<file path="src/rtl/offcal_pkg.sv">
// Shared types for the offset calibration sequencer.
package offcal_pkg;
    typedef enum logic [1:0] {
        SEQ_ARMED = 2'd0,
        SEQ_RUN   = 2'd1,
        SEQ_DONE  = 2'd2
    } seq_state_t;

    typedef enum logic [1:0] {
        DIR_HOLD = 2'd0,
        DIR_UP   = 2'd1,
        DIR_DOWN = 2'd2
    } step_dir_t;
endpackage

</file>
<file path="src/rtl/cal_window_timer.sv">
// Calibration window timer.
// Arms while the hold bit is set, opens a window of exactly CAL_CYCLES cycles
// on the first edge that sees hold low, then rests until hold is set again.
// Assumes hold is synchronous to clk.
module cal_window_timer
    import offcal_pkg::*;
#(
    parameter int CAL_CYCLES = 40000
) (
    input  logic clk,
    input  logic rst_n,
    input  logic hold,
    output logic busy
);
    localparam int CNT_W = (CAL_CYCLES > 1) ? $clog2(CAL_CYCLES) : 1;
    localparam logic [CNT_W-1:0] LAST = CNT_W'(CAL_CYCLES - 1);

    seq_state_t       state;
    logic [CNT_W-1:0] cnt;

    // Sequence arm -> run -> done, with cycle counting inside the run phase.
    always_ff @(posedge clk) begin
        if (!rst_n || hold) begin
            state <= SEQ_ARMED;
            cnt   <= '0;
        end else begin
            unique case (state)
                SEQ_ARMED: begin
                    state <= SEQ_RUN;
                    cnt   <= '0;
                end
                SEQ_RUN: begin
                    if (cnt == LAST) begin
                        state <= SEQ_DONE;
                    end else begin
                        cnt <= cnt + 1'b1;
                    end
                end
                default: state <= SEQ_DONE;
            endcase
        end
    end

    assign busy = (state == SEQ_RUN);

    // hold forces the flag low on the next cycle.
    p_hold_idle_r1: assert property (@(posedge clk) disable iff (!rst_n)
        hold |=> !busy);

    // release from the armed state opens the window.
    p_start_r2: assert property (@(posedge clk) disable iff (!rst_n)
        (!hold && state == SEQ_ARMED) |=> busy);

    // the counter never passes the window length while busy.
    p_window_bound_r3: assert property (@(posedge clk) disable iff (!rst_n)
        busy |-> (cnt <= LAST));

    // no restart without a new hold.
    p_no_restart_r3: assert property (@(posedge clk) disable iff (!rst_n)
        (state == SEQ_DONE && !hold) |=> !busy);
endmodule

</file>
<file path="src/rtl/cal_step_tracker.sv">
// Correction accumulator.
// Steps a signed correction by one LSB per enabled cycle toward the point
// where the sample equals the target, saturating at its signed range.
// Clear has priority over enable; assumes the sample already reflects the
// current correction (one-cycle loop).
module cal_step_tracker
    import offcal_pkg::*;
#(
    parameter int CODE_W = 10,
    parameter int CORR_W = 11
) (
    input  logic                     clk,
    input  logic                     rst_n,
    input  logic                     clear,
    input  logic                     enable,
    input  logic [CODE_W-1:0]        sample,
    input  logic [CODE_W-1:0]        target,
    output logic signed [CORR_W-1:0] corr
);
    localparam logic signed [CORR_W-1:0] CORR_MAX = {1'b0, {(CORR_W-1){1'b1}}};
    localparam logic signed [CORR_W-1:0] CORR_MIN = {1'b1, {(CORR_W-1){1'b0}}};
    localparam logic signed [CORR_W-1:0] CORR_ONE = CORR_W'(1);

    step_dir_t dir;

    // Pick the step direction from the sample-versus-target comparison.
    always_comb begin
        if (sample > target)      dir = DIR_DOWN;
        else if (sample < target) dir = DIR_UP;
        else                      dir = DIR_HOLD;
    end

    // Update the correction with saturation; frozen when not enabled.
    always_ff @(posedge clk) begin
        if (!rst_n || clear) begin
            corr <= '0;
        end else if (enable) begin
            unique case (dir)
                DIR_UP:   if (corr != CORR_MAX) corr <= corr + CORR_ONE;
                DIR_DOWN: if (corr != CORR_MIN) corr <= corr - CORR_ONE;
                default:  corr <= corr;
            endcase
        end
    end

    // clear empties the correction on the next cycle.
    p_clear_zero_r9: assert property (@(posedge clk) disable iff (!rst_n)
        clear |=> (corr == '0));

    // an enabled cycle moves the correction by at most one LSB.
    p_unit_step_r4: assert property (@(posedge clk) disable iff (!rst_n)
        (enable && !clear) |=> (corr == $past(corr) ||
                                corr == $past(corr) + CORR_ONE ||
                                corr == $past(corr) - CORR_ONE));

    // outside the window the correction does not move.
    p_frozen_r5: assert property (@(posedge clk) disable iff (!rst_n)
        (!enable && !clear) |=> $stable(corr));

    // at the top of the range the correction never wraps to the bottom.
    p_no_wrap_r8: assert property (@(posedge clk) disable iff (!rst_n)
        (corr == CORR_MAX && !clear) |=> (corr != CORR_MIN));
endmodule

</file>
<file path="src/rtl/clamp_sum.sv">
// Clamp limiter and saturating DAC summer.
// Limits the clamp register to [CLAMP_MIN, CLAMP_MAX] and adds the signed
// correction, saturating at the unsigned CODE_W-bit DAC range.
// Purely combinational; assumes CODE_W > CLAMP_W.
module clamp_sum #(
    parameter int CODE_W    = 10,
    parameter int CLAMP_W   = 7,
    parameter int CORR_W    = 11,
    parameter int CLAMP_MIN = 14,
    parameter int CLAMP_MAX = 76
) (
    input  logic [CLAMP_W-1:0]       clamp_raw,
    input  logic signed [CORR_W-1:0] corr,
    output logic [CODE_W-1:0]        clamp_eff,
    output logic [CODE_W-1:0]        dac
);
    localparam int SUM_W = ((CORR_W > CODE_W) ? CORR_W : CODE_W) + 2;
    localparam logic [CLAMP_W-1:0]      LO      = CLAMP_W'(CLAMP_MIN);
    localparam logic [CLAMP_W-1:0]      HI      = CLAMP_W'(CLAMP_MAX);
    localparam logic signed [SUM_W-1:0] DAC_TOP = SUM_W'((2 ** CODE_W) - 1);

    logic [CLAMP_W-1:0]      clip;
    logic signed [SUM_W-1:0] sum;

    // Limit the clamp setting to its legal band.
    always_comb begin
        if (clamp_raw < LO)      clip = LO;
        else if (clamp_raw > HI) clip = HI;
        else                     clip = clamp_raw;
    end

    assign clamp_eff = {{(CODE_W-CLAMP_W){1'b0}}, clip};

    // Add the correction and saturate to the DAC code range.
    always_comb begin
        sum = SUM_W'(signed'({1'b0, clamp_eff})) + SUM_W'(corr);
        if (sum < 0)            dac = '0;
        else if (sum > DAC_TOP) dac = '1;
        else                    dac = sum[CODE_W-1:0];
    end
endmodule

</file>
<file path="src/rtl/offset_cal_sequencer.sv">
// Offset calibration sequencer with black-level clamp (top).
// Runs a fixed-length calibration after the reset-mode bit is released,
// freezes the correction, and drives the DAC with clamp plus correction.
// Assumes adc_code already reflects the previous cycle's dac_code.
module offset_cal_sequencer #(
    parameter int CODE_W     = 10,
    parameter int CLAMP_W    = 7,
    parameter int CORR_W     = 11,
    parameter int CLAMP_MIN  = 14,
    parameter int CLAMP_MAX  = 76,
    parameter int CAL_CYCLES = 40000
) (
    input  logic               clk,
    input  logic               rst_n,
    input  logic               cal_hold,
    input  logic [CODE_W-1:0]  adc_code,
    input  logic [CLAMP_W-1:0] clamp_set,
    output logic [CODE_W-1:0]  dac_code,
    output logic               cal_busy
);
    logic signed [CORR_W-1:0] corr;
    logic [CODE_W-1:0]        target;

    cal_window_timer #(.CAL_CYCLES(CAL_CYCLES)) u_timer (
        .clk   (clk),
        .rst_n (rst_n),
        .hold  (cal_hold),
        .busy  (cal_busy)
    );

    cal_step_tracker #(.CODE_W(CODE_W), .CORR_W(CORR_W)) u_track (
        .clk    (clk),
        .rst_n  (rst_n),
        .clear  (cal_hold),
        .enable (cal_busy),
        .sample (adc_code),
        .target (target),
        .corr   (corr)
    );

    clamp_sum #(
        .CODE_W    (CODE_W),
        .CLAMP_W   (CLAMP_W),
        .CORR_W    (CORR_W),
        .CLAMP_MIN (CLAMP_MIN),
        .CLAMP_MAX (CLAMP_MAX)
    ) u_sum (
        .clamp_raw (clamp_set),
        .corr      (corr),
        .clamp_eff (target),
        .dac       (dac_code)
    );

    // a cycle after hold the DAC carries the limited clamp only.
    p_hold_dac_r1: assert property (@(posedge clk) disable iff (!rst_n)
        (cal_hold && $stable(clamp_set)) |=> (dac_code == target));
endmodule

</file>
<file path="config.mk">
export PLATFORM = sky130hd
export DESIGN_NAME = offset_cal_sequencer
export DESIGN_NICKNAME = d
export VERILOG_FILES = /design/src/rtl/offcal_pkg.sv /design/src/rtl/cal_window_timer.sv /design/src/rtl/cal_step_tracker.sv /design/src/rtl/clamp_sum.sv /design/src/rtl/offset_cal_sequencer.sv
export SDC_FILE = /design/constraint.sdc
export NUM_CORES = 1
export LEC_CHECK = 0
export BUFFER_PORTS_ARGS = -buffer_cell sky130_fd_sc_hd__buf_2
export CAP_MARGIN = 20
export CORE_MARGIN = 8
export CORE_UTILIZATION = 30
export CTS_BUF_LIST = sky130_fd_sc_hd__clkbuf_2 sky130_fd_sc_hd__clkbuf_4 sky130_fd_sc_hd__clkbuf_8
export DETAILED_ROUTE_END_ITERATION = 10
export GPL_TIMING_DRIVEN = 1
export PLACE_DENSITY_LB_ADDON = 0.1
export SYNTH_ARGS = -nofsm -noshare
export SYNTH_HDL_FRONTEND = slang
export SYNTH_SLANG_ARGS = --single-unit
</file>
<file path="constraint.sdc">
create_clock -name clk -period 7.5 [get_ports clk]
set_input_delay 1.5 -clock clk [delete_from_list [all_inputs] [get_ports clk]]
set_output_delay 1.5 -clock clk [all_outputs]
set_load 0.01 [all_outputs]
</file>
==> results of run 1 <==
## worst max-delay path, stage by stage
cell	delay, ps
sky130_fd_sc_hd__buf_2	110
sky130_fd_sc_hd__and3b_1	240
sky130_fd_sc_hd__o21ai_0	90
sky130_fd_sc_hd__a31o_2	260
sky130_fd_sc_hd__and2_1	180
sky130_fd_sc_hd__ha_1	210
sky130_fd_sc_hd__fa_1	390
sky130_fd_sc_hd__a21o_1	190
sky130_fd_sc_hd__a21oi_1	250
sky130_fd_sc_hd__o21bai_1	160
sky130_fd_sc_hd__and2_1	260
sky130_fd_sc_hd__a31oi_1	480
sky130_fd_sc_hd__o21ai_0	170
sky130_fd_sc_hd__buf_2	180
## logic make-up (layout without fill, tap and decap cells)
| kind of cell | count (synthesis) | in the layout | share of synthesized area [%] |
|---|---|---|---|
| flops | 29 | 29 | 22.9 |
| xor+xnor | 15 | 15 | 5.18 |
| simple gates | 114 | 114 | 24.1 |
| buf+inv | 30 | 60 | 4.78 |
| mux | 4 | 4 | 1.63 |
| fa+ha+maj | 26 | 26 | 13.4 |
| compound gates | 115 | 115 | 28.1 |
## worst max path at each step
stage                             from           to  slack (ps)  depth (start not counted)
after floorplan           clamp_set[4]  dac_code[0]        1780                         13
after global placement    clamp_set[4]  dac_code[0]        1450                         14
after detailed placement  clamp_set[4]  dac_code[1]        1350                         14
after CTS                 clamp_set[4]  dac_code[1]        1360                         14
after global routing      clamp_set[4]  dac_code[0]        1070                         14
final                     clamp_set[4]  dac_code[0]        1320                         14
## routing by layer
layer  track usage (%)  vias to the layer above  wire length [um]
li1                  -                     1290                 -
met1              16.7                     1149              3610
met2              17.6                       43              2860
met3              2.38                        6               295
met4              3.77                        0                78
met5                 0                        -                 0
## where the power goes
group / internal (uW) / total [uW] / switching, uW
Sequential: 158 / 164 / 6.62
Combinational: 54.7 / 124 / 69.3
Clock: 108 / 173 / 64.7
## Yosys cell counts, types with 5 or more instances
cell | number | share of area (%)
sky130_fd_sc_hd__a21oi_1 | 37 | 7.3
sky130_fd_sc_hd__and2_1 | 7 | 1.7
sky130_fd_sc_hd__and3_1 | 6 | 1.5
sky130_fd_sc_hd__clkbuf_1 | 5 | 0.74
sky130_fd_sc_hd__dfxtp_1 | 29 | 23
sky130_fd_sc_hd__ha_1 | 24 | 12
sky130_fd_sc_hd__inv_1 | 22 | 3.3
sky130_fd_sc_hd__nand2_1 | 17 | 2.5
sky130_fd_sc_hd__nand2b_1 | 5 | 1.2
sky130_fd_sc_hd__nand3_1 | 17 | 3.4
sky130_fd_sc_hd__nor2_1 | 28 | 4.1
sky130_fd_sc_hd__nor3_1 | 8 | 1.6
sky130_fd_sc_hd__o21ai_0 | 32 | 6.3
sky130_fd_sc_hd__o31ai_1 | 5 | 1.5
sky130_fd_sc_hd__xnor2_1 | 9 | 3.1
sky130_fd_sc_hd__xor2_1 | 6 | 2.1
## state kept, by name, summed over array words and instances (netlist names)
signal and flops:
u_timer.state 2, u_timer.cnt 16, u_track.corr 11
## stage by stage
stage	total power, uW	utilization (%)	cells	setup WS [ps]	area (um^2)
final	461	35.3	468	1320	2900
after global routing	491	35.3	468	1070	2900
after CTS	466	35.3	468	1360	2900
after detailed placement	291	33.9	460	1350	2780
after global placement	293	33.9	460	1450	2780
after floorplan	258	-	333	1780	2540
## area by class of cell
class	count	area share [%]
Clock buffer	6	2.85
Timing Repair Buffer	30	5.17
Multi-Input combinational cell	274	63.3
Sequential cell	29	20.0
Inverter	22	2.85
Clock inverter	2	1.29
Tap cell	105	4.53
==> results.md, run 1 <==
Outcome:
- The run finished with clean final reports.

Logic synthesis:
- The count of cell types in the netlist is 58.
- The fraction of the yosys area taken by sequential cells is 22.9%.
- The cell count after synthesis is 333.
- The net count after synthesis is roughly 380.
- For this run, asynchronously set or reset flops after synthesis account for 0%.
- The count of flip-flops with a built-in enable after synthesis is 0.
- In the synthesized netlist the dominant register cell turns out to be sky130_fd_sc_hd__dfxtp_1.
- The per-instance average area after synthesis is approximately 7.6 um^2.
- The total number of yosys warnings is 0.
- Synthesis inferred 29 register bits.
- Summing every instance area after synthesis gives 0.00254 mm^2.

STA:
- Setup violations remaining at the end of the flow were counted as 0.
- The highest attainable clock frequency is 162 MHz.
- The final-report hold violation count came to 0.
- Clock skew on the completed layout was measured at ~9.4 ps.
- The actual slew at the worst max-slew pin is between 900 and 1000 ps.
- Setup repair after global routing left no endpoint under its margin.
- The share of the clock period used by the worst path is 82.5%.
- The time the final worst path needs with I/O delays and setup is 6180 ps.
- Measured against its own limit, the worst slew margin works out to 39.1%.
- The worst hold-check slack is 506 ps.
- Setup total negative slack on the finished layout was measured at 0 ps.
- The number of max-slew violations in the final report came to 0.

Final layout:
- In the final layout, the share of cells above drive strength 1 is 13.2%.
- The number of antenna diodes in the final layout is 0.
- The most common cell after layout, fill and taps aside is sky130_fd_sc_hd__a21oi_1.
- The area growth from synthesis to final layout is 14.3%.
- The multi-input gate area in the final layout is 0.00184 mm^2.
- The number of fill cells is 881.
- In the layout the commonest cells are sky130_fd_sc_hd__a21oi_1, sky130_fd_sc_hd__o21ai_0, sky130_fd_sc_hd__buf_2, sky130_fd_sc_hd__dfxtp_1, sky130_fd_sc_hd__nor2_1.
- The sequential cell area in the final layout is ~580 um^2.
- The post-layout net count is about 400.

Clocking:
- The cell sitting at the root of the clock tree is a sky130_fd_sc_hd__clkbuf_8.
- The clock transition at the registers of the reported paths is 60 ps.
- The insertion delay of the later-clocked pin in the worst-skew pair is 280 ps.
- The maximum number of buffers from clock root to sink is 2.
- The hold-fix buffer count after cts is 0.
- The number of CTS-inserted buffers is 5.
- The H-tree was split into 2 levels.
- TritonCTS built the clock tree.
- The post-cts resize count is 0.
- The number of post-CTS setup repair buffers is 0.
- The number of clock sinks is 29.

Route:
- The detailed-router iteration count before antenna repair is 4.
- The count of vias placed by the detailed router is 2488.
- The detailed router finished its first iteration with between 90 and 100 violations.
- The sum of routed wire length over all layers is 6840 um.
- Dividing the detail-routed wire length by the instance count gives 14.6 um.
- The count of nets left with antenna violations once routing finished came out at 0.
- The DRC violations left is 0.
- The vias per cell is 5.32.

Global route:
- The largest net degree at the start of global routing is 17.
- The via count of the first global-routing pass is 2349.
- The number of antenna violations at the first check in global routing came to 0.
- The global-route usage over all layers is 11.9%.
- The first global-routing pass estimated 11500 um of wire.
- The total congestion overflow after global routing is 0.

Critical path:
- Data on the critical path is required at its endpoint by ~6000 ps.
- The worst setup path is launched from an input port.
- The worst reg-to-reg setup slack is 5180 ps.
- The maximum fanout encountered on the critical timing path is 7.
- The worst register-to-register path ends at u_track.corr[10].
- The worst setup path is captured at an output port.
- The worst reg-to-reg path cell count is 8.
- The startpoint identified for the worst register-to-register timing path is u_track.corr[0].
- At the worst endpoint, the arrival time is 4680 ps.
- The worst setup path is of the in2out kind.

Pwr:
- The total power per unit cell area is ~160 mW/mm^2.
- The leakage power of the design is 0.00118 uW.
- The worst-case IR drop observed on VDD is 0.0000692 V.

Place:
- The detailed-placement wirelength estimate is 5420 um.
- During placement, the flow inserted port buffers numbering 30.
- Routability-driven placement finished with a final weighted congestion of 0.767.

Floorplan:
- The number of cell rows is 33.
- The chip height is 108 um.
- Measured along the x axis, the die boundary spans 108 um.
- After floorplanning, the core was sized to cover about 0.0082 mm^2.
- Pin placement for this block handled 31 I/O pins.
- The initial utilization of the core area, before any placement, comes to 30.9%.
- The die covers 0.0117 mm^2.

Hold path:
- The kind of path behind the tightest hold check is reg2reg.
- The startpoint of the worst hold path is u_timer.cnt[4].
- Along the worst hold path, the cell count comes to 2.
- The destination of the worst hold path is u_timer.cnt[4].

Job:
- Across the run, the number of max-cap violations was 0.
No activity file was read; power rests on OpenSTA's default activity.
==> inputs of run 2 (changes only) <==
==> constraint.sdc (replaced) <==
create_clock -name clk -period 6.15 [get_ports clk]
set_input_delay 1.23 -clock clk [delete_from_list [all_inputs] [get_ports clk]]
set_output_delay 1.23 -clock clk [all_outputs]
set_load 0.01 [all_outputs]
==> run 2 against run 1 <==
  * Power up 22%
  * Die area unchanged
  * Final cell count unchanged
  * Via count up 2.8%
  * Utilization unchanged
  * Clock power up 20%
  * Flip-flop and latch count unchanged
  * Worst setup slack worse by 800 ps
  * Global-route usage up 0.29 points
  * First-iteration DRC count up 50%
  * Combinational power up 23%
  * Clock-buffer cell count unchanged
==> results.md, run 2 (same netlist as run 1, synthesis figures left out) <==
Clocking:
- The level count of the clock H-tree was 2 (unchanged).
- The insertion delay of the later-clocked pin in the worst-skew pair was 280 ps (about the same).
- The maximum number of buffers from clock root to sink came to 2 (unchanged).
- The number of CTS-inserted buffers was 5 (unchanged).
- The CTS root buffer is sky130_fd_sc_hd__clkbuf_8.
- The hold-fix buffer count after cts was 0 (unchanged).
- The post-cts resize count is 0 (unchanged).
- The number of clock sinks was 29 (unchanged).
- The CTS tree is built.
- The clock transition at the registers of the reported paths is 70 ps (about the same).
- The number of post-CTS setup repair buffers is 0 (unchanged).

Global route:
- The via count of the first global-routing pass was 2354 (+0.21%).
- The total congestion overflow after global routing is 0 (unchanged).
- The first-pass GRT wire length is 11700 um (+2.4%).
- The global-route usage over all layers was 12.2% (+0.29 points).
- The number of antenna violations at the first check in global routing is 0 (unchanged).
- The largest net degree at the start of global routing is 17 (unchanged).

Route:
- The detailed-router iteration count before antenna repair is 4 (unchanged).
- The remaining number of nets flagged by the antenna check after routing came to 0 (unchanged).
- The average wire per cell in the routed design is 15.0 um (+2.6%).
- The number of DRC markers in iteration 0 came to 138 (+50%).
- The vias per cell was 5.46 (+2.8%).
- The sum of routed wire length over all layers is 7020 um (+2.6%).
- The DRC violations left is 0 (unchanged).
- The count of vias placed by the detailed router is 2557 (+2.8%).

Floorplan:
- The starting density of the core is 30.9% (unchanged).
- The I/O pin total is 31 (unchanged).
- The chip height is 108 um (unchanged).
- The overall die area is 0.0117 mm^2 (unchanged).
- The die span in x is 108 um (unchanged).
- The floorplan core area is 0.00822 mm^2 (unchanged).
- The number of cell rows is 33 (unchanged).

Critical path:
- The data arrival time of the critical path is 4400 ps (-280 ps).
- The data required time at the worst endpoint is 4920 ps (-1080 ps).
- The worst reg-to-reg setup slack was 3790 ps (-1390 ps).
- The worst setup path is launched from an input port.
- The worst reg-to-reg path cell count was 8 (unchanged).
- The worst setup path is captured at an output port.
- The start-to-end type of the worst setup path is in2out.
- The maximum fanout encountered on the critical timing path is 7 (unchanged).

Outcome:
- The flow ran to the end, and the final reports show no timing, DRC or antenna violations.

Final layout:
- The number of flip-flops under the largest register name came to 16 (unchanged).
- The library cell used most frequently in the layout, excluding fill and tap cells, is sky130_fd_sc_hd__a21oi_1.
- The antenna diode count came to 0 (unchanged).
- The post-route cell area is 0.00290 mm^2 (unchanged).
- The post-layout net count came to 408 (unchanged).
- In the final layout, the registers with the most flip-flops are u_timer.cnt (16), u_track.corr (11), u_timer.state (2).
- The proportion of layout cells with a drive suffix above 1 is 13.2% (unchanged).
- In the layout the commonest cells are sky130_fd_sc_hd__a21oi_1, sky130_fd_sc_hd__o21ai_0, sky130_fd_sc_hd__buf_2, sky130_fd_sc_hd__dfxtp_1, sky130_fd_sc_hd__nor2_1.
- The area growth from synthesis to final layout is 14.3% (unchanged).
- The final design utilization is 35.3% (unchanged).
- The register bank with the most flops is u_timer.cnt.

STA:
- The share of the clock period used by the worst path is 91.6%.
- The final-report hold violation count is 0 (unchanged).
- The number of max-slew violations in the final report is 0 (unchanged).
- The time the final worst path needs with I/O delays and setup is 5630 ps.
- The headroom to the max-slew limit was 41.9% (+2.8 points).
- Timing would allow up to 178 MHz.
- The final count of negative-setup-slack endpoints is 0 (unchanged).
- The setup skew after layout is 10.1 ps (+0.702 ps).
- The worst hold-check slack is 506 ps (+0.492 ps).
- Setup repair after global routing left no endpoint under its margin.
- The actual slew at the worst max-slew pin is 864 ps (-42.0 ps).
- The sum of negative setup slack is 0 ps (unchanged).

Job:
- The reported max-cap violation count is 0 (unchanged).

Hold path:
- The path class of the tightest hold or removal check is reg2reg.
- The cell depth of the worst min-delay path was 2 (unchanged).

Pwr:
- The maximum VDD drop came to 0.000106 V (+54%).
- The total power per unit cell area is 193 mW/mm^2 (+22%).
- The leakage power of the design was 0.00118 uW (unchanged).
- The overall power came to 560 uW (+22%).

Place:
- The count of input and output buffers was 30 (unchanged).
- The detailed-placement wirelength estimate is 5530 um (+2.1%).
- The area of placed instances is 0.00278 mm^2 (unchanged).
- The routability congestion estimate came to 0.767 (unchanged).
run 2: cell counts in the layout (fill, tap and decap cells not counted):
Identical to the previous run, type by type.
run 2: metrics by stage:
step / worst slack (ps) / std cells
floorplan: 969 / 333
global placement: 639 / 460
detailed placement: 531 / 460
CTS: 524 / 468
global route: 268 / 468
finish: 517 / 468
run 2: cell type report:
class                      instances  area (um^2)
multi-input combinational        274         1840
tap                              105          131
timing repair buffer              30          150
sequential                        29          581
clock buffer                       6         82.6
fill                             895         5320
clock inverter                     2         37.5
inverter                          22         82.6
run 2: layer usage:
layer / track usage [%] / up-vias / routed length (um)
met2: 17.9 / 61 / 2950
met4: 3.87 / 0 / 71
met1: 17.5 / 1200 / 3650
li1: - / 1292 / -
met5: 0 / - / 0
met3: 1.90 / 4 / 348
run 2: report_power, final:
part	switching, uW	internal (uW)
sequential	8.40	192
combinational	84.8	66.8
clock	76.4	132
run 2: critical path, cell delays in order:
cell and delay (ps):
sky130_fd_sc_hd__buf_2 120, sky130_fd_sc_hd__and3b_1 250, sky130_fd_sc_hd__o21ai_0 100, sky130_fd_sc_hd__a31o_2 260, sky130_fd_sc_hd__and2_1 180, sky130_fd_sc_hd__ha_1 210, sky130_fd_sc_hd__fa_1 400, sky130_fd_sc_hd__a21o_1 190
sky130_fd_sc_hd__a21oi_1 260, sky130_fd_sc_hd__o21bai_1 170, sky130_fd_sc_hd__and2_1 250, sky130_fd_sc_hd__a31oi_1 460, sky130_fd_sc_hd__o21ai_0 160, sky130_fd_sc_hd__buf_2 170
run 2: worst paths after layout:
check                                      from                to
worst min-delay path             u_timer.cnt[4]    u_timer.cnt[4]
worst max-delay path               clamp_set[4]       dac_code[0]
worst max register to register  u_track.corr[0]  u_track.corr[10]
worst min register to register   u_timer.cnt[4]    u_timer.cnt[4]
